## config.mk

```make
export PLATFORM = sky130hd
export DESIGN_NAME = vdac_pll_regs
export DESIGN_NICKNAME = d
export VERILOG_FILES = /design/src/rtl/vdac_pkg.sv /design/src/rtl/vdac_hidden_seq.sv /design/src/rtl/vdac_index_ptr.sv /design/src/rtl/vdac_pll_bank.sv /design/src/rtl/vdac_pll_regs.sv
export SDC_FILE = /design/constraint.sdc
export NUM_CORES = 1
export LEC_CHECK = 0
export BUFFER_PORTS_ARGS = -buffer_cell sky130_fd_sc_hd__buf_2
export CAP_MARGIN = 40
export CORE_ASPECT_RATIO = 0.75
export CORE_MARGIN = 4
export CORE_UTILIZATION = 50
export DETAILED_ROUTE_END_ITERATION = 8
export PLACE_DENSITY = 0.7
export SLEW_MARGIN = 20
export SYNTH_ARGS = -nofsm -noshare
export SYNTH_HDL_FRONTEND = slang
export SYNTH_SLANG_ARGS = --single-unit
```

## constraint.sdc

```tcl
create_clock -name clk -period 4.8 [get_ports clk]
set_clock_uncertainty 0.1 [all_clocks]
set_input_delay 1.2 -clock clk [delete_from_list [all_inputs] [get_ports clk]]
set_output_delay 1.2 -clock clk [all_outputs]
set_load 0.02 [all_outputs]
```

## src/rtl/vdac_pkg.sv

```systemverilog
package vdac_pkg;
  typedef enum logic [1:0] {
    PORT_MASK = 2'd0,
    PORT_RIDX = 2'd1,
    PORT_WIDX = 2'd2,
    PORT_DATA = 2'd3
  } port_e;

  localparam int unsigned BYTE_W = 8;
  localparam int unsigned CODE_W = 7;
endpackage

```

## src/rtl/vdac_hidden_seq.sv

```systemverilog
module vdac_hidden_seq #(
  parameter int unsigned RUN_LEN = 4
) (
  input  logic clk,
  input  logic rst_n,
  input  logic mask_rd,
  input  logic mask_wr,
  input  logic other_acc,
  output logic id_turn,
  output logic armed
);
  localparam int unsigned CNT_W = $clog2(RUN_LEN + 1);
  localparam logic [CNT_W-1:0] LIMIT = CNT_W'(RUN_LEN);
  localparam logic [CNT_W-1:0] ID_AT = CNT_W'(RUN_LEN - 1);

  logic [CNT_W-1:0] cnt_q, cnt_d;
  logic             cnt_en;

  always_comb begin
    cnt_en = 1'b0;
    cnt_d  = cnt_q;
    if (other_acc || mask_wr) begin
      cnt_en = 1'b1;
      cnt_d  = '0;
    end else if (mask_rd && (cnt_q != LIMIT)) begin
      cnt_en = 1'b1;
      cnt_d  = cnt_q + 1'b1;
    end
  end

  always_ff @(posedge clk or negedge rst_n) begin
    if (!rst_n)      cnt_q <= '0;
    else if (cnt_en) cnt_q <= cnt_d;
  end

  assign id_turn = (cnt_q == ID_AT);
  assign armed   = (cnt_q == LIMIT);
endmodule

```

## src/rtl/vdac_index_ptr.sv

```systemverilog
module vdac_index_ptr #(
  parameter int unsigned IDX_W = 8
) (
  input  logic             clk,
  input  logic             rst_n,
  input  logic             load,
  input  logic [IDX_W-1:0] load_val,
  input  logic             step,
  output logic [IDX_W-1:0] index,
  output logic             hi_byte
);
  logic [IDX_W-1:0] idx_q, idx_d;
  logic             sel_q, sel_d;
  logic             en;

  always_comb begin
    en    = load | step;
    idx_d = idx_q;
    sel_d = sel_q;
    if (load) begin
      idx_d = load_val;
      sel_d = 1'b0;
    end else if (step) begin
      sel_d = ~sel_q;
    end
  end

  always_ff @(posedge clk or negedge rst_n) begin
    if (!rst_n) begin
      idx_q <= '0;
      sel_q <= 1'b0;
    end else if (en) begin
      idx_q <= idx_d;
      sel_q <= sel_d;
    end
  end

  assign index   = idx_q;
  assign hi_byte = sel_q;
endmodule

```

## src/rtl/vdac_pll_bank.sv

```systemverilog
module vdac_pll_bank #(
  parameter int unsigned NUM_ENTRIES = 8,
  parameter int unsigned CODE_W      = 7,
  parameter logic [CODE_W-1:0] DEF_M = 7'h3D,
  parameter logic [CODE_W-1:0] DEF_N = 7'h2B,
  localparam int unsigned SEL_W = $clog2(NUM_ENTRIES)
) (
  input  logic              clk,
  input  logic              rst_n,
  input  logic              wr_en,
  input  logic [SEL_W-1:0]  wr_idx,
  input  logic              wr_hi,
  input  logic [CODE_W-1:0] wr_data,
  input  logic [SEL_W-1:0]  rd_idx,
  output logic [CODE_W-1:0] rd_m,
  output logic [CODE_W-1:0] rd_n,
  input  logic [SEL_W-1:0]  act_idx,
  output logic [CODE_W-1:0] act_m,
  output logic [CODE_W-1:0] act_n
);
  logic [CODE_W-1:0] m_q [NUM_ENTRIES];
  logic [CODE_W-1:0] n_q [NUM_ENTRIES];

  for (genvar e = 0; e < NUM_ENTRIES; e++) begin : g_entry
    logic hit, m_en, n_en;
    always_comb begin
      hit  = wr_en && (wr_idx == SEL_W'(e));
      m_en = hit && !wr_hi;
      n_en = hit &&  wr_hi;
    end
    always_ff @(posedge clk or negedge rst_n) begin
      if (!rst_n)    m_q[e] <= DEF_M;
      else if (m_en) m_q[e] <= wr_data;
    end
    always_ff @(posedge clk or negedge rst_n) begin
      if (!rst_n)    n_q[e] <= DEF_N;
      else if (n_en) n_q[e] <= wr_data;
    end
  end

  assign rd_m  = m_q[rd_idx];
  assign rd_n  = n_q[rd_idx];
  assign act_m = m_q[act_idx];
  assign act_n = n_q[act_idx];
endmodule

```

## src/rtl/vdac_pll_regs.sv

```systemverilog
module vdac_pll_regs #(
  parameter int unsigned NUM_ENTRIES = 8,
  parameter int unsigned RUN_LEN     = 4,
  parameter logic [7:0]  CTRL_INDEX  = 8'h0E,
  parameter logic [7:0]  ID_VALUE    = 8'hB1,
  parameter logic [7:0]  CTRL_RESET  = 8'h02,
  parameter logic [7:0]  MASK_RESET  = 8'hFF,
  parameter logic [6:0]  DEF_M       = 7'h3D,
  parameter logic [6:0]  DEF_N       = 7'h2B
) (
  input  logic       clk,
  input  logic       rst_n,
  input  logic       acc_valid,
  input  logic       acc_write,
  input  logic [1:0] acc_port,
  input  logic [7:0] wdata,
  output logic [7:0] rdata,
  output logic       rd_valid,
  output logic [6:0] pll_m_code,
  output logic [4:0] pll_n1_code,
  output logic [1:0] pll_n2,
  output logic [2:0] color_mode,
  output logic [7:0] pix_mask
);
  import vdac_pkg::*;

  localparam int unsigned SEL_W = $clog2(NUM_ENTRIES);
  localparam logic [7:0]  ENTRY_LIM = 8'(NUM_ENTRIES);

  // reset synchronizer: asserts at once, releases on the clock
  logic [1:0] rst_sync_q;
  logic       rst_int_n;
  always_ff @(posedge clk or negedge rst_n) begin
    if (!rst_n) rst_sync_q <= 2'b00;
    else        rst_sync_q <= {rst_sync_q[0], 1'b1};
  end
  assign rst_int_n = rst_sync_q[1];

  // access decode
  port_e port;
  logic  acc_rd, acc_wr;
  logic  mask_rd, mask_wr, other_acc;
  logic  ridx_wr, widx_wr, data_rd, data_wr;

  always_comb begin
    port      = port_e'(acc_port);
    acc_rd    = acc_valid && !acc_write;
    acc_wr    = acc_valid &&  acc_write;
    mask_rd   = acc_rd && (port == PORT_MASK);
    mask_wr   = acc_wr && (port == PORT_MASK);
    other_acc = acc_valid && (port != PORT_MASK);
    ridx_wr   = acc_wr && (port == PORT_RIDX);
    widx_wr   = acc_wr && (port == PORT_WIDX);
    data_rd   = acc_rd && (port == PORT_DATA);
    data_wr   = acc_wr && (port == PORT_DATA);
  end

  // hidden command access
  logic id_turn, armed;
  vdac_hidden_seq #(.RUN_LEN(RUN_LEN)) u_hidden (
    .clk       (clk),
    .rst_n     (rst_int_n),
    .mask_rd   (mask_rd),
    .mask_wr   (mask_wr),
    .other_acc (other_acc),
    .id_turn   (id_turn),
    .armed     (armed)
  );

  // index pointers
  logic [7:0] widx, ridx;
  logic       wsel, rsel;
  logic       w_entry, r_entry, w_ctrl, r_ctrl;
  logic       w_step, r_step;

  always_comb begin
    w_entry = (widx < ENTRY_LIM);
    r_entry = (ridx < ENTRY_LIM);
    w_ctrl  = (widx == CTRL_INDEX);
    r_ctrl  = (ridx == CTRL_INDEX);
    w_step  = data_wr && w_entry;
    r_step  = data_rd && r_entry;
  end

  vdac_index_ptr #(.IDX_W(8)) u_wptr (
    .clk      (clk),
    .rst_n    (rst_int_n),
    .load     (widx_wr),
    .load_val (wdata),
    .step     (w_step),
    .index    (widx),
    .hi_byte  (wsel)
  );

  vdac_index_ptr #(.IDX_W(8)) u_rptr (
    .clk      (clk),
    .rst_n    (rst_int_n),
    .load     (ridx_wr),
    .load_val (wdata),
    .step     (r_step),
    .index    (ridx),
    .hi_byte  (rsel)
  );

  // control, command and mask registers
  logic [7:0] ctrl_q, cmd_q, mask_q;
  logic       ctrl_en, cmd_en, mask_en;

  always_comb begin
    ctrl_en = data_wr && w_ctrl;
    cmd_en  = mask_wr && armed;
    mask_en = mask_wr && !armed;
  end

  always_ff @(posedge clk or negedge rst_int_n) begin
    if (!rst_int_n)   ctrl_q <= CTRL_RESET;
    else if (ctrl_en) ctrl_q <= wdata;
  end

  always_ff @(posedge clk or negedge rst_int_n) begin
    if (!rst_int_n)  cmd_q <= 8'h00;
    else if (cmd_en) cmd_q <= wdata;
  end

  always_ff @(posedge clk or negedge rst_int_n) begin
    if (!rst_int_n)   mask_q <= MASK_RESET;
    else if (mask_en) mask_q <= wdata;
  end

  // divider bank
  logic [6:0] rd_m, rd_n, act_m, act_n;
  vdac_pll_bank #(
    .NUM_ENTRIES (NUM_ENTRIES),
    .CODE_W      (7),
    .DEF_M       (DEF_M),
    .DEF_N       (DEF_N)
  ) u_bank (
    .clk     (clk),
    .rst_n   (rst_int_n),
    .wr_en   (w_step),
    .wr_idx  (widx[SEL_W-1:0]),
    .wr_hi   (wsel),
    .wr_data (wdata[6:0]),
    .rd_idx  (ridx[SEL_W-1:0]),
    .rd_m    (rd_m),
    .rd_n    (rd_n),
    .act_idx (ctrl_q[SEL_W-1:0]),
    .act_m   (act_m),
    .act_n   (act_n)
  );

  // read path
  logic [7:0] rd_mux, rdata_q;
  logic       rdv_q;

  always_comb begin
    rd_mux = 8'h00;
    unique case (port)
      PORT_MASK: rd_mux = id_turn ? ID_VALUE : (armed ? cmd_q : mask_q);
      PORT_RIDX: rd_mux = ridx;
      PORT_WIDX: rd_mux = widx;
      PORT_DATA: begin
        if (r_ctrl)       rd_mux = ctrl_q;
        else if (r_entry) rd_mux = rsel ? {1'b0, rd_n} : {1'b0, rd_m};
        else              rd_mux = 8'h00;
      end
      default:   rd_mux = 8'h00;
    endcase
  end

  always_ff @(posedge clk or negedge rst_int_n) begin
    if (!rst_int_n)  rdata_q <= 8'h00;
    else if (acc_rd) rdata_q <= rd_mux;
  end

  always_ff @(posedge clk or negedge rst_int_n) begin
    if (!rst_int_n) rdv_q <= 1'b0;
    else            rdv_q <= acc_rd;
  end

  assign rdata       = rdata_q;
  assign rd_valid    = rdv_q;
  assign pll_m_code  = act_m;
  assign pll_n1_code = act_n[4:0];
  assign pll_n2      = act_n[6:5];
  assign color_mode  = cmd_q[7:5];
  assign pix_mask    = mask_q;
endmodule

```

Word-level counts from Yosys, hierarchy flattened
Index checks and enable logic that the tools add are counted.
{"block": "classes", "addsub": 1, "order_cmp": 4, "eq_ne": 15, "n_mux": 26, "n_bitwise": 6, "n_reduce_logical": 54}
{"operator": "binary-select mux 7 bit (select 3 bit)", "n": 4}
{"operator": "two-way mux 7 bit", "n": 10}
{"operator": "logical AND 1 bit", "n": 39}
{"operator": "case mux 8 bit (4 select lines)", "n": 1}
{"operator": "two-way mux 8 bit", "n": 3}
{"operator": "equality test 8 x 4 -> 1 bit (second input constant)", "n": 2}
{"operator": "less-than comparator 8 x 4 -> 1 bit (second input constant)", "n": 2}
{"operator": "equality test 3 bit (second input constant)", "n": 5}
{"operator": "AND reduction 2 bit", "n": 5}
{"operator": "equality test 3 x 2 -> 1 bit (second input constant)", "n": 3}
{"operator": ">= comparator 4 bit (second input constant)", "n": 2}
{"operator": "inverter 3 -> 4 bit", "n": 2}
{"operator": "nonzero test 2 bit", "n": 4}
{"operator": "two-way mux 1 bit", "n": 6}
{"operator": "two-way mux 3 bit", "n": 2}
{"operator": "equality test 2 bit (second input constant)", "n": 2}
{"operator": "adder 3 x 1 -> 3 bit (second input constant)", "n": 1}
{"operator": "equality test 3 x 1 -> 1 bit (second input constant)", "n": 1}
{"operator": "zero test 1 bit", "n": 3}
{"operator": "zero test 3 bit", "n": 1}
{"operator": "inequality test 3 bit (second input constant)", "n": 1}
{"operator": "equality test 2 x 1 -> 1 bit (second input constant)", "n": 1}
{"operator": "zero test 2 bit", "n": 1}
{"operator": "inverter 1 bit", "n": 2}
{"operator": "2 further kinds", "n": 3}
{"block": "word_totals", "register_bits": 168, "elab_cells": 133, "in_bits": 14}

Longest topological paths before layout
Gate-level depths: netlist of run 1.
{"block": "logic_depth", "word_depth": 8, "depth_mapped": 8}

Hierarchy
From an unflattened synthesis of run 1, not the netlist that was laid out.
{"block": "unflattened", "hier_cells": 581, "hier_area_um2": 9105.0}
{"module": "vdac_pll_bank", "cells_each": 360, "n_inst": 1, "area_each_um2": 6308.6}
{"module": "vdac_pll_regs", "cells_each": 162, "n_inst": 1, "area_each_um2": 1854.3}
{"module": "vdac_index_ptr", "cells_each": 20, "n_inst": 2, "area_each_um2": 369.1}
{"module": "vdac_hidden_seq", "cells_each": 19, "n_inst": 1, "area_each_um2": 203.9}

Worst setup path before layout of run 1
OpenSTA, ideal clock, no wires.
{"block": "synth_path", "path_kind": "reg2out", "startpoint": "reg ctrl_q[0]", "endpoint": "out pll_m_code[1]", "t_arrival_ns": 1.677, "slack_ns": 1.823, "t_required_ns": 3.500, "stages_incl_launch_ff": 4, "cell_sequence": "dfrtp_1 > clkbuf_1 > mux4_2 > mux2_2"}
{"block": "synth_between", "elab_chain_cells": 4}
{"element": "from (decl)", "line_no": "vdac_pll_regs.sv:106", "rtl": "logic [7:0] ctrl_q, cmd_q, mask_q;"}
{"element": "from (signal assigned)", "line_no": "vdac_pll_regs.sv:117", "rtl": "else if (ctrl_en) ctrl_q <= wdata;"}
{"element": "inverter 3 -> 4 bit (not written as such)", "line_no": "vdac_pll_bank.sv:43", "rtl": "assign act_m = m_q[act_idx];"}
{"element": "binary-select mux 7 bit (select 3 bit)", "line_no": "vdac_pll_bank.sv:43"}
{"element": "two-way mux 7 bit (not written as such) (2 in series)", "line_no": "vdac_pll_bank.sv:43"}
{"element": "to (decl)", "line_no": "vdac_pll_regs.sv:19", "rtl": "output logic [6:0] pll_m_code,"}
Every way passes these cells. The select of a mux whose other input is x is not followed.

Worst setup path after layout of run 1
{"block": "layout_path", "startpoint": "reg ctrl_q[1]", "endpoint": "out pll_n1_code[1]"}
{"block": "layout_between", "elab_chain_cells": 4}
{"element": "inverter 3 -> 4 bit (not written as such)", "line_no": "vdac_pll_bank.sv:44", "rtl": "assign act_n = n_q[act_idx];"}
{"element": "binary-select mux 7 bit (select 3 bit)", "line_no": "vdac_pll_bank.sv:44"}
{"element": "two-way mux 7 bit (not written as such) (2 in series)", "line_no": "vdac_pll_bank.sv:44"}
{"element": "to (decl)", "line_no": "vdac_pll_regs.sv:20", "rtl": "output logic [4:0] pll_n1_code,"}
Every way passes these cells. The select of a mux whose other input is x is not followed.

==> results of run 1 <==
per-layer routing:
| layer | wire length [um] | GRT usage, % |
|---|---|---|
| met5 | 0 | 0 |
| met4 | 301 | 6.08 |
| met3 | 1260 | 4.87 |
| met2 | 9790 | 34.3 |
| met1 | 10400 | 35.2 |
kinds of logic after synthesis:
group	Yosys count	share of synthesized area, %
mux	240	36.5
other cells	1	0.0422
xor+xnor	1	0.0986
simple gates	89	6.17
compound gates	59	4.80
flops	168	48.5
fa+ha+maj	3	0.423
buf+inv	73	3.48
worst max-delay path: cells and delay by family (launching register included):
kind                   cells  cell delay, ns
buffers and inverters      1            0.16
muxes                      2            0.74
DFF                        1            1.07
report_power, final:
part | total [uW] | switching, uW | internal (uW) | leakage [uW]
Clock | 1480 | 572 | 905 | 0.000316
Sequential | 1700 | 155 | 1550 | 0.00199
Combinational | 548 | 279 | 269 | 0.00193
flip-flops by register name (all words and copies together) (netlist names):
register and count:
rdata 8, u_bank.n_q 56, u_rptr.hi_byte 1, u_wptr.hi_byte 1, pix_mask 8, rst_sync_q 2
u_rptr.index 8, ctrl_q 8, u_hidden.cnt_q 3, u_wptr.index 8, u_bank.m_q 56, rd_valid 1
cmd_q 8
cell usage after synthesis, types with 2 or more instances:
library cell,number,area [um2]
buf_2,12,60.1
dfrtp_1,87,2180
inv_1,13,48.8
nand2b_1,4,25.0
a21bo_2,3,30.0
nor2_1,7,26.3
ha_1,3,37.5
nand4b_1,2,17.5
mux2_2,167,1880
o311a_1,2,20.0
clkbuf_1,39,146
mux2_1,7,78.8
dfstp_2,81,2130
a21oi_1,9,45.0
and2_1,3,18.8
nand3_1,12,60.1
nor2b_1,8,50.1
and3_1,2,12.5
buf_1,3,11.3
nand2_1,19,71.3
o311ai_0,2,17.5
o21ai_0,6,30.0
a21boi_0,2,15.0
a22oi_1,7,52.6
nand2_2,3,18.8
o22ai_1,5,31.3
mux2i_1,16,160
nor3_1,5,25.0
a211oi_1,5,37.5
mux4_2,50,1130
a221o_1,3,30.0
buf_4,5,37.5
or4_1,2,15.0
nor4_1,2,12.5
a31oi_1,5,31.3
nand4_1,7,43.8
o32ai_1,3,26.3
stage by stage:
stage	instance area (um2)	power (uW)	utilization, %	worst slack, ns	instances
5_1_grt	9970	3870	58.2	1.03	901
4_1_cts	9940	3750	58.0	1.10	898
3_3_place_gp	9200	2230	53.7	1.51	861
2_1_floorplan	8890	2080	-	1.82	634
3_5_place_dp	9290	2270	54.2	1.44	866
6_report	9970	3730	58.2	1.09	901
how the worst max path moves through the flow:
stage	to
after floorplan	pll_m_code[1]
after global placement	u_bank.n_q[32]$_DFFE_PN0P_
after detailed placement	u_bank.m_q[27]$_DFFE_PN0P_
after CTS	pll_n1_code[1]
after global routing	pll_m_code[1]
final	pll_n1_code[1]
layout make-up:
type	count	area, um2	share of cell area, %
clock inverter	7	100	1.00
clock buffer	25	549	5.51
multi-input combinational	393	4270	42.8
sequential	168	4310	43.3
inverter	13	48.8	0.490
timing repair buffer	59	393	3.94
tap	236	295	2.96
==> impl_metrics.csv, run 1 <==
group,metric,value,unit
cells_and_area,nFillCells,1372,
critical_path,reg2reg_depth,5,
place,port_buffers,47,
timing,setup-violations-final,0,
route,vias,5701,
timing,maxSlewHeadroom,43.3,%
critical_path,reg2reg_setup_slack,2.22,ns
timing,final-hold-violation-count,0,
clocking,cts_sinks,168,
floorplan,dieArea,0.0200,mm2
yosys,syn-num-nets,651,
place,place_hpwl,15200,um
critical_path,r2r-start,"u_wptr.index[5]$_DFFE_PN0P_",
timing,fin_hold_ws,0.0724,ns
clocking,htree_levels,4,
critical_path,cp_max_fo,30,
global_routing,antenna_found_initial,0,
outcome,outcome,"finished, final reports clean",
route,antenna_left,0,
route,wl_per_cell,24.2,um
yosys,synth-seq-area-share,48.5,%
clocking,cts_hold_buf,0,
yosys,avgSynthCellArea,14.0,um2
critical_path,critPathCaptureType,"primary output",
yosys,synthesis.area,0.00888,mm2
clocking,worst_skew_pair.late_latency,0.43,ns
critical_path,critPathKind,"flop to primary output",
cells_and_area,final_common_cell,"mux2_2",
critical_path,r2r-end,"u_bank.n_q[32]$_DFFE_PN0P_",
yosys,synth-seq-cells,168,
route,routed_wirelength,21800,um
clocking,cts_made_buffers,17,
timing,worstMarginPinSlew,0.844,ns
floorplan,core_area,0.0171,mm2
global_routing,grt_pass1_wl,34700,um
critical_path,required,3.50,ns
power_and_ir_drop,p_leak,0.00423,uW
power_and_ir_drop,power_density,374,mW/mm2
cells_and_area,final_cell_mix,"167 x mux2_2, 84 x dfrtp_1, 81 x dfstp_2",
timing,clock.fmax,270,MHz
yosys,ys_async_sr_fraction,100,%
timing,setup-tns-final,0,ns
clocking,cts_buffer_depth,2,
clocking,ctsRootBufferMaster,"clkbuf_16",
route,via_per_inst,6.33,
global_routing,first_global_vias,5828,
floorplan,die_y,123,um
yosys,ys_types,60,
critical_path,crit_start,"ctrl_q[1]$_DFFE_PN1P_",
timing,drv_slew,0,
global_routing,grt_max_degree,101,
yosys,syn_inst,634,
clocking,clk_pin_slew,0.06,ns
clocking,cts_tree,"built",
global_routing,grt_usage,23.2,%
route,dr.first_iter.drc_count,558,
clocking,cts_resized,0,
timing,fin_crit_sh,77.2,%
floorplan,num_rows,41,
floorplan,ios,48,
cells_and_area,diodes,0,
critical_path,critPathArrivalTime,2.41,ns
timing,layout_min_cycle_time,3.71,ns
route,dr.pass1.iters,5,
yosys,synth_edf_count,0,
floorplan,die_w,162,um
yosys,ys.warnings.count,0,
place,gp_congestion,0.869,
critical_path,cp-start-kind,"flop",
hold_path,hp-class,"flop to asynchronous set/reset pin",
power_and_ir_drop,max-vdd-ir-drop,0.188,mV
run,drv_cap,0,
route,remaining_drc_errors,0,
timing,rsz0062_at_grt,"false",
cells_and_area,fin_nets,669,
critical_path,slowest_delay,1.07,ns
cells_and_area,syn2layout_area_growth,12.2,%
critical_path,cp_slowest_cell,"dfstp_2",
floorplan,initial_utilization,51.9,%
yosys,synth_ff_type,"dfrtp_1",
clocking,cts_setup_buffers,0,
critical_path,worstPathCellList,"mux4_2, mux2_2, buf_2",
cells_and_area,drive_above_1_share,60.8,%
global_routing,gr-total-overflow,0,
No activity file was read; power rests on OpenSTA's default activity.
==> inputs of run 2 (changes only) <==
Settings changed: PLACE_DENSITY 0.7 to 0.67.
Clock period 4.8 ns to 3.7 ns, I/O delays scaled along.
==> run 2 against run 1 <==
Compared with the run above: sequential share of layout area rose by 0.10 points; combinational power rose by 27%; design area fell by 0.24%; routed wire length rose by 3.4%; die area did not move; clock-buffer cell count fell by 7; non-clock buffer count did not move; global-route usage rose by 0.84 points; via count rose by 0.93%; first-iteration DRC count fell by 7.7%; utilization fell by 0.14 points.
==> impl_metrics.csv, run 2 (synthesis results as in run 1) <==
group,metric,value,unit
critical_path,slowest_delay,0.67,ns
floorplan,die_w,162,um
global_routing,use_met1,35.1,%
clocking,worst_skew_pair.late_latency,0.43,ns
clocking,ctsRootBufferMaster,"clkbuf_16",
floorplan,core_area,0.0171,mm2
clocking,cts_tree,"built",
floorplan,initial_utilization,51.9,%
route,routed_wirelength,22500,um
timing,fin_crit_sh,91.3,%
route,via_per_inst,6.39,
timing,final-hold-violation-count,0,
power_and_ir_drop,p_leak,0.00421,uW
place,place_hpwl,15300,um
run,drv_cap,0,
timing,setup-tns-final,0,ns
global_routing,grt_use_met3,5.63,%
clocking,cts_hold_buf,0,
global_routing,grt_most_used_layer,"met2",
cells_and_area,largest_registers,"u_bank.m_q x56, u_bank.n_q x56",
global_routing,grt_max_degree,116,
critical_path,r2r-end,"u_bank.n_q[32]$_DFFE_PN0P_",
place,gp_congestion,0.932,
clocking,cts_made_buffers,17,
timing,setup-violations-final,0,
floorplan,die_y,123,um
floorplan,dieArea,0.0200,mm2
power_and_ir_drop,max-vdd-ir-drop,0.274,mV
critical_path,required,2.67,ns
cells_and_area,fin_area,0.00994,mm2
timing,fin_ws,0.322,ns
timing,layout_min_cycle_time,3.38,ns
cells_and_area,diodes,0,
clocking,cts_sinks,168,
cells_and_area,final_common_cell,"mux2_2",
global_routing,grt_usage,24.0,%
global_routing,use_met2,35.9,%
timing,rsz0062_at_grt,"false",
global_routing,antenna_found_initial,0,
critical_path,cp_slowest_cell,"dfrtp_2",
place,port_buffers,47,
route,antenna_left,0,
timing,clock.fmax,296,MHz
route,dr.pass1.iters,5,
critical_path,cp_num_buf_inv,2,
power_and_ir_drop,finalPower,4830,uW
critical_path,cp_top_family,"multiplexers",
critical_path,cp-start-kind,"flop",
cells_and_area,nFillCells,1368,
critical_path,worstPathCellList,"buf_12, mux4_2, mux2_2, buf_2",
cells_and_area,syn2layout_area_growth,11.9,%
route,vias,5754,
place,postPlaceCellArea,0.00930,mm2
timing,worstMarginPinSlew,0.848,ns
cells_and_area,drive_above_1_share,61.1,%
clocking,htree_levels,4,
critical_path,critPathKind,"flop to primary output",
place,pre_cts_slack,0.417,ns
timing,drv_slew,0,
cells_and_area,fin_nets,669,
clocking,cts_buffer_depth,2,
critical_path,cp_max_fo,17,
critical_path,reg2reg_setup_slack,1.00,ns
hold_path,hp-class,"primary input to asynchronous set/reset pin",
global_routing,grt_pass1_wl,36100,um
route,remaining_drc_errors,0,
clocking,cts_setup_buffers,0,
outcome,outcome,"finished, final reports clean",
route,wl_per_cell,25.0,um
clocking,clk_pin_slew,0.07,ns
global_routing,first_global_vias,5982,
global_routing,gr-total-overflow,0,
critical_path,critPathCaptureType,"primary output",
route,dr.first_iter.drc_count,515,
cells_and_area,final_cell_mix,"167 x mux2_2, 84 x dfrtp_1, 81 x dfstp_2",
timing,maxSlewHeadroom,43.5,%
critical_path,reg2reg_depth,5,
critical_path,critPathArrivalTime,2.35,ns
floorplan,num_rows,41,
clocking,cts_resized,0,
critical_path,r2r-start,"u_wptr.index[5]$_DFFE_PN0P_",
floorplan,ios,48,
power_and_ir_drop,power_density,486,mW/mm2
run 2: cell type report:
class | instances | area (um2) | share of cell area (%)
repair buffers | 59 | 382 | 3.84
multi-input cells | 393 | 4270 | 42.9
well taps | 236 | 295 | 2.97
clock inverters | 14 | 198 | 1.99
flip-flops and latches | 168 | 4310 | 43.4
clock buffers | 18 | 439 | 4.42
inverters | 13 | 48.8 | 0.491
run 2: how the worst max path moves through the flow:
stage / cells after the start / startpoint / endpoint / slack, ns
after floorplan: 0 / rst_sync_q[1]$_DFF_PN0_ / cmd_q[0]$_DFFE_PN0P_ / 0.90
after global routing: 4 / ctrl_q[0]$_DFFE_PN0P_ / pll_n2[1] / 0.17
after detailed placement: 5 / acc_port[0] / u_bank.n_q[27]$_DFFE_PN0P_ / 0.42
after CTS: 4 / ctrl_q[0]$_DFFE_PN0P_ / pll_n2[1] / 0.27
after global placement: 5 / acc_port[0] / u_bank.n_q[27]$_DFFE_PN0P_ / 0.55
final: 4 / ctrl_q[0]$_DFFE_PN0P_ / pll_n1_code[1] / 0.32
run 2: layer usage:
| layer | up-vias | routed length [um] |
|---|---|---|
| li1 | 2437 | - |
| met1 | 3083 | 10600 |
| met2 | 204 | 10200 |
| met3 | 30 | 1400 |
| met4 | 0 | 350 |
| met5 | - | 0 |
run 2: power by group:
group	total, uW	switching (uW)	internal, uW
registers	2220	210	2010
logic	697	354	343
clock network	1910	764	1150
total	4830	1330	3500
run 2: worst reg2reg max path, delay by kind of cell, from the launching register on:
family / cells / cell delay (ns)
flops: 1 / 0.42
mux: 1 / 0.32
buf+inv: 1 / 0.25
simple gates: 3 / 1.50
run 2: stage by stage:
stage | util, % | hold WS [ns] | std cells
2_1_floorplan | - | 0.231 | 634
3_3_place_gp | 54.0 | 0.239 | 866
3_5_place_dp | 54.3 | 0.236 | 868
4_1_cts | 58.0 | 0.141 | 900
5_1_grt | 58.0 | 0.140 | 901
6_report | 58.0 | 0.156 | 901
